[src/rtl/bal_split_pkg.sv]
package bal_split_pkg;

  // Polarity selector for one output lane: the final XOR constant.
  typedef enum logic {
    POL_TRUE = 1'b0,
    POL_NEG  = 1'b1
  } lane_pol_e;

  localparam int unsigned DEF_SAMPLE_W  = 16;
  localparam int unsigned DEF_FRAME_BITS = 64;
  localparam int unsigned NUM_CH        = 2;

endpackage

[src/rtl/bal_split_rx.sv]
// Deserialises an I2S stream into one held word per channel and flags
// each complete left-then-right frame.
module bal_split_rx #(
  parameter int unsigned W = 16
) (
  input  logic                clk,
  input  logic                rst,
  input  logic                ws_i,
  input  logic                sd_i,
  output logic [W-1:0]        hold_l,
  output logic [W-1:0]        hold_r,
  output logic                frame_rdy
);
  localparam int unsigned CW = $clog2(W + 1);

  logic          ws_q;
  logic          started;
  logic          left_ok;
  logic [CW-1:0] cnt;
  logic [W-1:0]  sr;

  logic          ws_chg;
  logic          take;
  logic [W-1:0]  sr_nx;
  logic [CW-1:0] cnt_nx;
  logic          word_full;

  always_comb begin
    ws_chg    = ws_i ^ ws_q;
    take      = (cnt < CW'(W));
    sr_nx     = take ? {sr[W-2:0], sd_i} : sr;
    cnt_nx    = take ? cnt + CW'(1) : cnt;
    word_full = started && (cnt_nx == CW'(W));
  end

  always_ff @(posedge clk) begin
    if (rst) begin
      ws_q      <= 1'b0;
      started   <= 1'b0;
      left_ok   <= 1'b0;
      cnt       <= CW'(W);
      sr        <= '0;
      hold_l    <= '0;
      hold_r    <= '0;
      frame_rdy <= 1'b0;
    end else begin
      ws_q      <= ws_i;
      frame_rdy <= 1'b0;
      if (ws_chg) begin
        started <= 1'b1;
        cnt     <= '0;
        sr      <= '0;
        if (!ws_q) begin
          // left slot just closed
          if (word_full) hold_l <= sr_nx;
          left_ok <= word_full;
        end else begin
          // right slot just closed: frame complete when both words are
          if (word_full) hold_r <= sr_nx;
          frame_rdy <= word_full && left_ok;
          left_ok   <= 1'b0;
        end
      end else begin
        sr  <= sr_nx;
        cnt <= cnt_nx;
      end
    end
  end

endmodule

[src/rtl/bal_split_sched.sv]
// Bit-position counter for the output frame: opens the 16-bit window that
// ends one period before the frame boundary, and marks the strobe slot.
module bal_split_sched #(
  parameter int unsigned W     = 16,
  parameter int unsigned FRAME = 64
) (
  input  logic clk,
  input  logic rst,
  input  logic frame_rdy,
  output logic win,
  output logic strb
);
  localparam int unsigned PW     = $clog2(FRAME + 1);
  localparam int unsigned WIN_LO = FRAME - W - 1;
  localparam int unsigned WIN_HI = FRAME - 2;

  logic [PW-1:0] pos;

  // frame_rdy arrives one cycle after the boundary edge, hence the reload to 1.
  always_ff @(posedge clk) begin
    if (rst)                    pos <= PW'(FRAME);
    else if (frame_rdy)         pos <= PW'(1);
    else if (pos != PW'(FRAME)) pos <= pos + PW'(1);
  end

  always_comb begin
    win  = (pos >= PW'(WIN_LO)) && (pos <= PW'(WIN_HI));
    strb = (pos == PW'(FRAME - 1));
  end

endmodule

[src/rtl/bal_split_lane.sv]
// One serial output lane. All four lanes share this structure; only the
// constant in the final XOR differs, so true and negated edges match.
module bal_split_lane
  import bal_split_pkg::*;
#(
  parameter int unsigned W   = 16,
  parameter lane_pol_e   POL = POL_TRUE
) (
  input  logic         clk,
  input  logic         rst,
  input  logic         load,
  input  logic [W-1:0] word,
  input  logic         win,
  output logic         dout
);
  logic [W-1:0] sr;
  logic         bit_x;

  always_ff @(posedge clk) begin
    if (rst)       sr <= '0;
    else if (load) sr <= word;
    else if (win)  sr <= {sr[W-2:0], 1'b0};
  end

  always_comb bit_x = win & (sr[W-1] ^ logic'(POL));

  always_ff @(negedge clk) begin
    dout <= bit_x;
  end

endmodule

[src/rtl/i2s_bal_split.sv]
module i2s_bal_split
  import bal_split_pkg::*;
#(
  parameter int unsigned SAMPLE_W   = DEF_SAMPLE_W,
  parameter int unsigned FRAME_BITS = DEF_FRAME_BITS
) (
  input  logic clk,
  input  logic rst,
  input  logic ws_i,
  input  logic sd_i,
  output logic l_true_o,
  output logic l_neg_o,
  output logic r_true_o,
  output logic r_neg_o,
  output logic l_lat_o,
  output logic r_lat_o
);
  localparam int unsigned NLANE = 2 * NUM_CH;
  localparam logic [SAMPLE_W-1:0] MOST_NEG = {1'b1, {(SAMPLE_W-1){1'b0}}};

  logic [SAMPLE_W-1:0] hold_l;
  logic [SAMPLE_W-1:0] hold_r;
  logic                frame_rdy;
  logic                win;
  logic                strb;

  logic [NUM_CH-1:0][SAMPLE_W-1:0] ch_word;
  logic [NUM_CH-1:0][SAMPLE_W-1:0] ch_pre;
  logic [NLANE-1:0]                lane_out;
  logic [NUM_CH-1:0]               lat_q;

  bal_split_rx #(.W(SAMPLE_W)) u_rx (
    .clk       (clk),
    .rst       (rst),
    .ws_i      (ws_i),
    .sd_i      (sd_i),
    .hold_l    (hold_l),
    .hold_r    (hold_r),
    .frame_rdy (frame_rdy)
  );

  bal_split_sched #(.W(SAMPLE_W), .FRAME(FRAME_BITS)) u_sched (
    .clk       (clk),
    .rst       (rst),
    .frame_rdy (frame_rdy),
    .win       (win),
    .strb      (strb)
  );

  assign ch_word[0] = hold_l;
  assign ch_word[1] = hold_r;

  // -x = ~(x - 1); the negated lane serialises x - 1 and inverts in its XOR.
  // The most negative value keeps itself so that the lane yields the
  // saturated positive maximum.
  for (genvar c = 0; c < NUM_CH; c++) begin : g_ch
    always_comb begin
      if (ch_word[c] == MOST_NEG) ch_pre[c] = ch_word[c];
      else                        ch_pre[c] = ch_word[c] - SAMPLE_W'(1);
    end

    for (genvar p = 0; p < 2; p++) begin : g_pol
      localparam lane_pol_e LPOL = (p == 0) ? POL_TRUE : POL_NEG;
      bal_split_lane #(.W(SAMPLE_W), .POL(LPOL)) u_lane (
        .clk  (clk),
        .rst  (rst),
        .load (frame_rdy),
        .word ((p == 0) ? ch_word[c] : ch_pre[c]),
        .win  (win),
        .dout (lane_out[2*c + p])
      );
    end

    always_ff @(negedge clk) begin
      lat_q[c] <= strb;
    end
  end

  assign l_true_o = lane_out[0];
  assign l_neg_o  = lane_out[1];
  assign r_true_o = lane_out[2];
  assign r_neg_o  = lane_out[3];
  assign l_lat_o  = lat_q[0];
  assign r_lat_o  = lat_q[1];

endmodule

[config.mk]
export PLATFORM = sky130hd
export DESIGN_NAME = i2s_bal_split
export DESIGN_NICKNAME = d
export VERILOG_FILES = /design/src/rtl/bal_split_pkg.sv /design/src/rtl/bal_split_rx.sv /design/src/rtl/bal_split_sched.sv /design/src/rtl/bal_split_lane.sv /design/src/rtl/i2s_bal_split.sv
export SDC_FILE = /design/constraint.sdc
export NUM_CORES = 1
export LEC_CHECK = 0
export ABC_AREA = 1
export CORE_UTILIZATION = 45
export DETAILED_ROUTE_END_ITERATION = 8
export GPL_ROUTABILITY_DRIVEN = 0
export SETUP_SLACK_MARGIN = 0.02
export SYNTH_ARGS = -nofsm -noshare
export SYNTH_HDL_FRONTEND = slang
export SYNTH_SLANG_ARGS = --single-unit
[constraint.sdc]
create_clock -name clk -period 2.6 [get_ports clk]
set_clock_uncertainty 0.15 [all_clocks]
set_input_delay 0.26 -clock clk [delete_from_list [all_inputs] [get_ports clk]]
set_output_delay 0.26 -clock clk [all_outputs]
set_load 0.005 [all_outputs]
==> out/qor.yml <==
yosys:
  async_reset_ff_share_pct: 0
  yosys.area.top_type_share_pct: 39.75
  synthDistinctLibCells: 32
  yosys_warnings: 0
  avgSynthCellArea_um2: 6.568
  syn_area_um2: 6699
  synth_edf_count: 0
  syn_inst: 1020
  synth_top_area_cell: "dfxtp_1"
  yosysSeqAreaShare_pct: 39.75
  ys_seq_elements: 133
  syn_nets: 1033
  ys.flop_type: "dfxtp_1"
  synth_area_leaders: "dfxtp_1, nand2_1, nor2_1, inv_1, nand3_1"
cells_and_area:
  final_util_pct: 52.21
  areaGrowthSynthToFinish_pct: 13.28
  n_antenna_cell: 0
  nets: 1031
  drive_above_1_share_pct: 10.38
global_routing:
  grt_use_total_pct: 22.58
  grt_antenna_before_repair: 0
  grt_pass1_vias: 5441
  grt_max_degree: 58
  grt_pass1_wl_mm: 26.63
  gr-total-overflow: 0
cts:
  htreeDepth: 4
  cts_tree: "done"
  cts_buffer_depth: 2
  cts_buffers: 17
  insertion_delay_ns: 0.44
  post_cts_buffers: 0
  cts-hold-fix-buffers: 0
  cts-root-buf: "clkbuf_16"
  path_clk_slew_ns: 0.06
  clock_sinks: 133
routing:
  first_pass_iters: 5
  wl_per_cell_um: 13.34
  drt_iter0_drc: 384
  ant_nets: 0
  viasPerCell: 4.948
  vias: 6012
  drt-total-wl_mm: 16.21
  drc: 0
worst_setup_path:
  crit_path_end_kind: "output port"
  critPathTopFamily: "flip-flops"
  cpMaxStageDelayCell: "dfxtp_2"
  critPathBufInv: 1
  required_ns: 2.19
  cp.arrival_ns: 2.17
  startpoint_type: "register"
  critPathKind: "reg -> out"
  path_cells: "buf_2"
  worstPathMaxFanout: 2
  crit_path_max_incr_delay_ns: 0.30
die:
  die_h_um: 124.0
  ioPinCount: 10
  fp.dieArea_um2: 15380
  initial_core_util_pct: 46.09
  placementRows: 44
  die_w_um: 124.0
  core_area_um2: 14530
pwr:
  ir_worst_vdd_v: 0.0004896
  leakagePower_nw: 3.699
  powerDensity_nw_per_um2: 684.1
sta:
  rsz0062_at_grt: "yes"
  finalSetupTns_ns: 0
  tightest_slew_ns: 0.6884
  report.final.setup_viol: 0
  setup_slack_ns: 0.01732
  timing.hold.ws_ns: 0.1384
  slew_headroom_pct: 54.11
  finalHoldViolCount: 0
  finalMaxSlewViolations: 0
status:
  outcome: "complete, no violations"
placement:
  dp_hpwl_mm: 10.63
  io_buffers: 9
  post-place-ws_ns: 0.03498
hold_path:
  hp-class: "in -> reg"
flow_run:
  max_cap_viol_count: 0
==> kinds of logic after synthesis <==
logic type | share of synthesized area, %
flops | 39.75
buf+inv | 11.52
fa+ha+maj | 1.681
compound gates | 11.58
xor+xnor | 1.830
simple gates | 33.64
==> metal layers <==
layer	vias up	share of wire, %	track usage [%]
met1	2737	51	30.20
met4	0	0.97	6.250
met2	90	45	36.18
met3	19	3.5	5.357
met5	-	0	0
li1	3166	-	-
==> cell usage after synthesis (2+ instances only) <==
| library cell | number |
|---|---|
| nand4_1 | 12 |
| nor2_2 | 3 |
| buf_6 | 7 |
| dfxtp_1 | 133 |
| inv_2 | 2 |
| or2_2 | 18 |
| nand4_2 | 2 |
| nor3_2 | 4 |
| nor3_1 | 4 |
| buf_2 | 15 |
| nand3_1 | 67 |
| o21bai_1 | 16 |
| nor2_1 | 189 |
| nand2_2 | 3 |
| a21oi_1 | 43 |
| o21ai_1 | 19 |
| nand3b_1 | 2 |
| buf_1 | 4 |
| o21ai_0 | 64 |
| a21oi_2 | 2 |
| inv_1 | 132 |
| nand2_1 | 227 |
| clkbuf_1 | 23 |
| xor2_1 | 13 |
| ha_1 | 9 |
==> report_power, final <==
group	internal, mW	switching, mW
clock network	1.52	0.992
logic	0.187	0.346
registers	2.09	0.0516
total	3.80	1.39
==> worst paths after layout <==
check	startpoint	to	slack, ns	depth (start not counted)
min reg2reg	g_ch[1].g_pol[0].u_lane.sr[13]	g_ch[1].g_pol[0].u_lane.sr[13]	0.30	2
max reg2reg	u_sched.pos[0]	g_ch[0].g_pol[0].u_lane.dout	0.05	6
min	rst	u_rx.cnt[4]	0.14	3
max	r_lat_o	r_lat_o	0.02	1
==> placed cells by master (no fill, tap or decap), drive strengths merged <==
master	n
nand2	230
nor2	192
inv	140
dfxtp	133
o21ai	83
nand3	68
a21oi	45
buf	23
or2	18
clkbuf	17
o21bai	16
nand4	14
xor2	13
ha	9
clkinv	8
nor3	8
bufinv	3
clkinvlp	3
nand3b	2
clkdlybuf4s50	2
xnor2	1
nor3b	1
o211ai	1
nor4	1
==> through the flow <==
| stage | power (mW) | instance area, µm² | std cells |
|---|---|---|---|
| finish | 5.191 | 7589 | 1215 |
| global route | 5.403 | 7589 | 1215 |
| CTS | 5.210 | 7521 | 1215 |
| detailed placement | 2.712 | 6928 | 1179 |
| global placement | 2.713 | 6928 | 1179 |
| floorplan | 2.590 | 6726 | 1020 |
==> flip-flops by register name (all words and copies together), names as in the netlist <==
| signal | count |
|---|---|
| u_rx.frame_rdy | 1 |
| u_rx.ws_q | 1 |
| u_rx.hold_l | 16 |
| u_sched.pos | 7 |
| u_rx.started | 1 |
| g_ch.g_pol.u_lane.sr | 64 |
| u_rx.sr | 16 |
| u_rx.hold_r | 16 |
| g_ch.g_pol.u_lane.dout | 4 |
| u_rx.left_ok | 1 |
| u_rx.cnt | 5 |
| r_lat_o | 1 |
==> cell type report <==
type,count,area (µm²)
inverter,134,508.0
clock inverter,20,200.2
clock buffer,17,425.4
timing repair buffer,25,225.2
sequential,133,2680
fill,1513,6945
multi-input combinational,702,3319
tap,184,230.2
==> timing repair <==
item | CTS | global route
resized for setup | 22 | 19
pin swaps | 0 | 7
setup endpoints to repair | 6 | 11
Power figures use the tool's default switching activity.
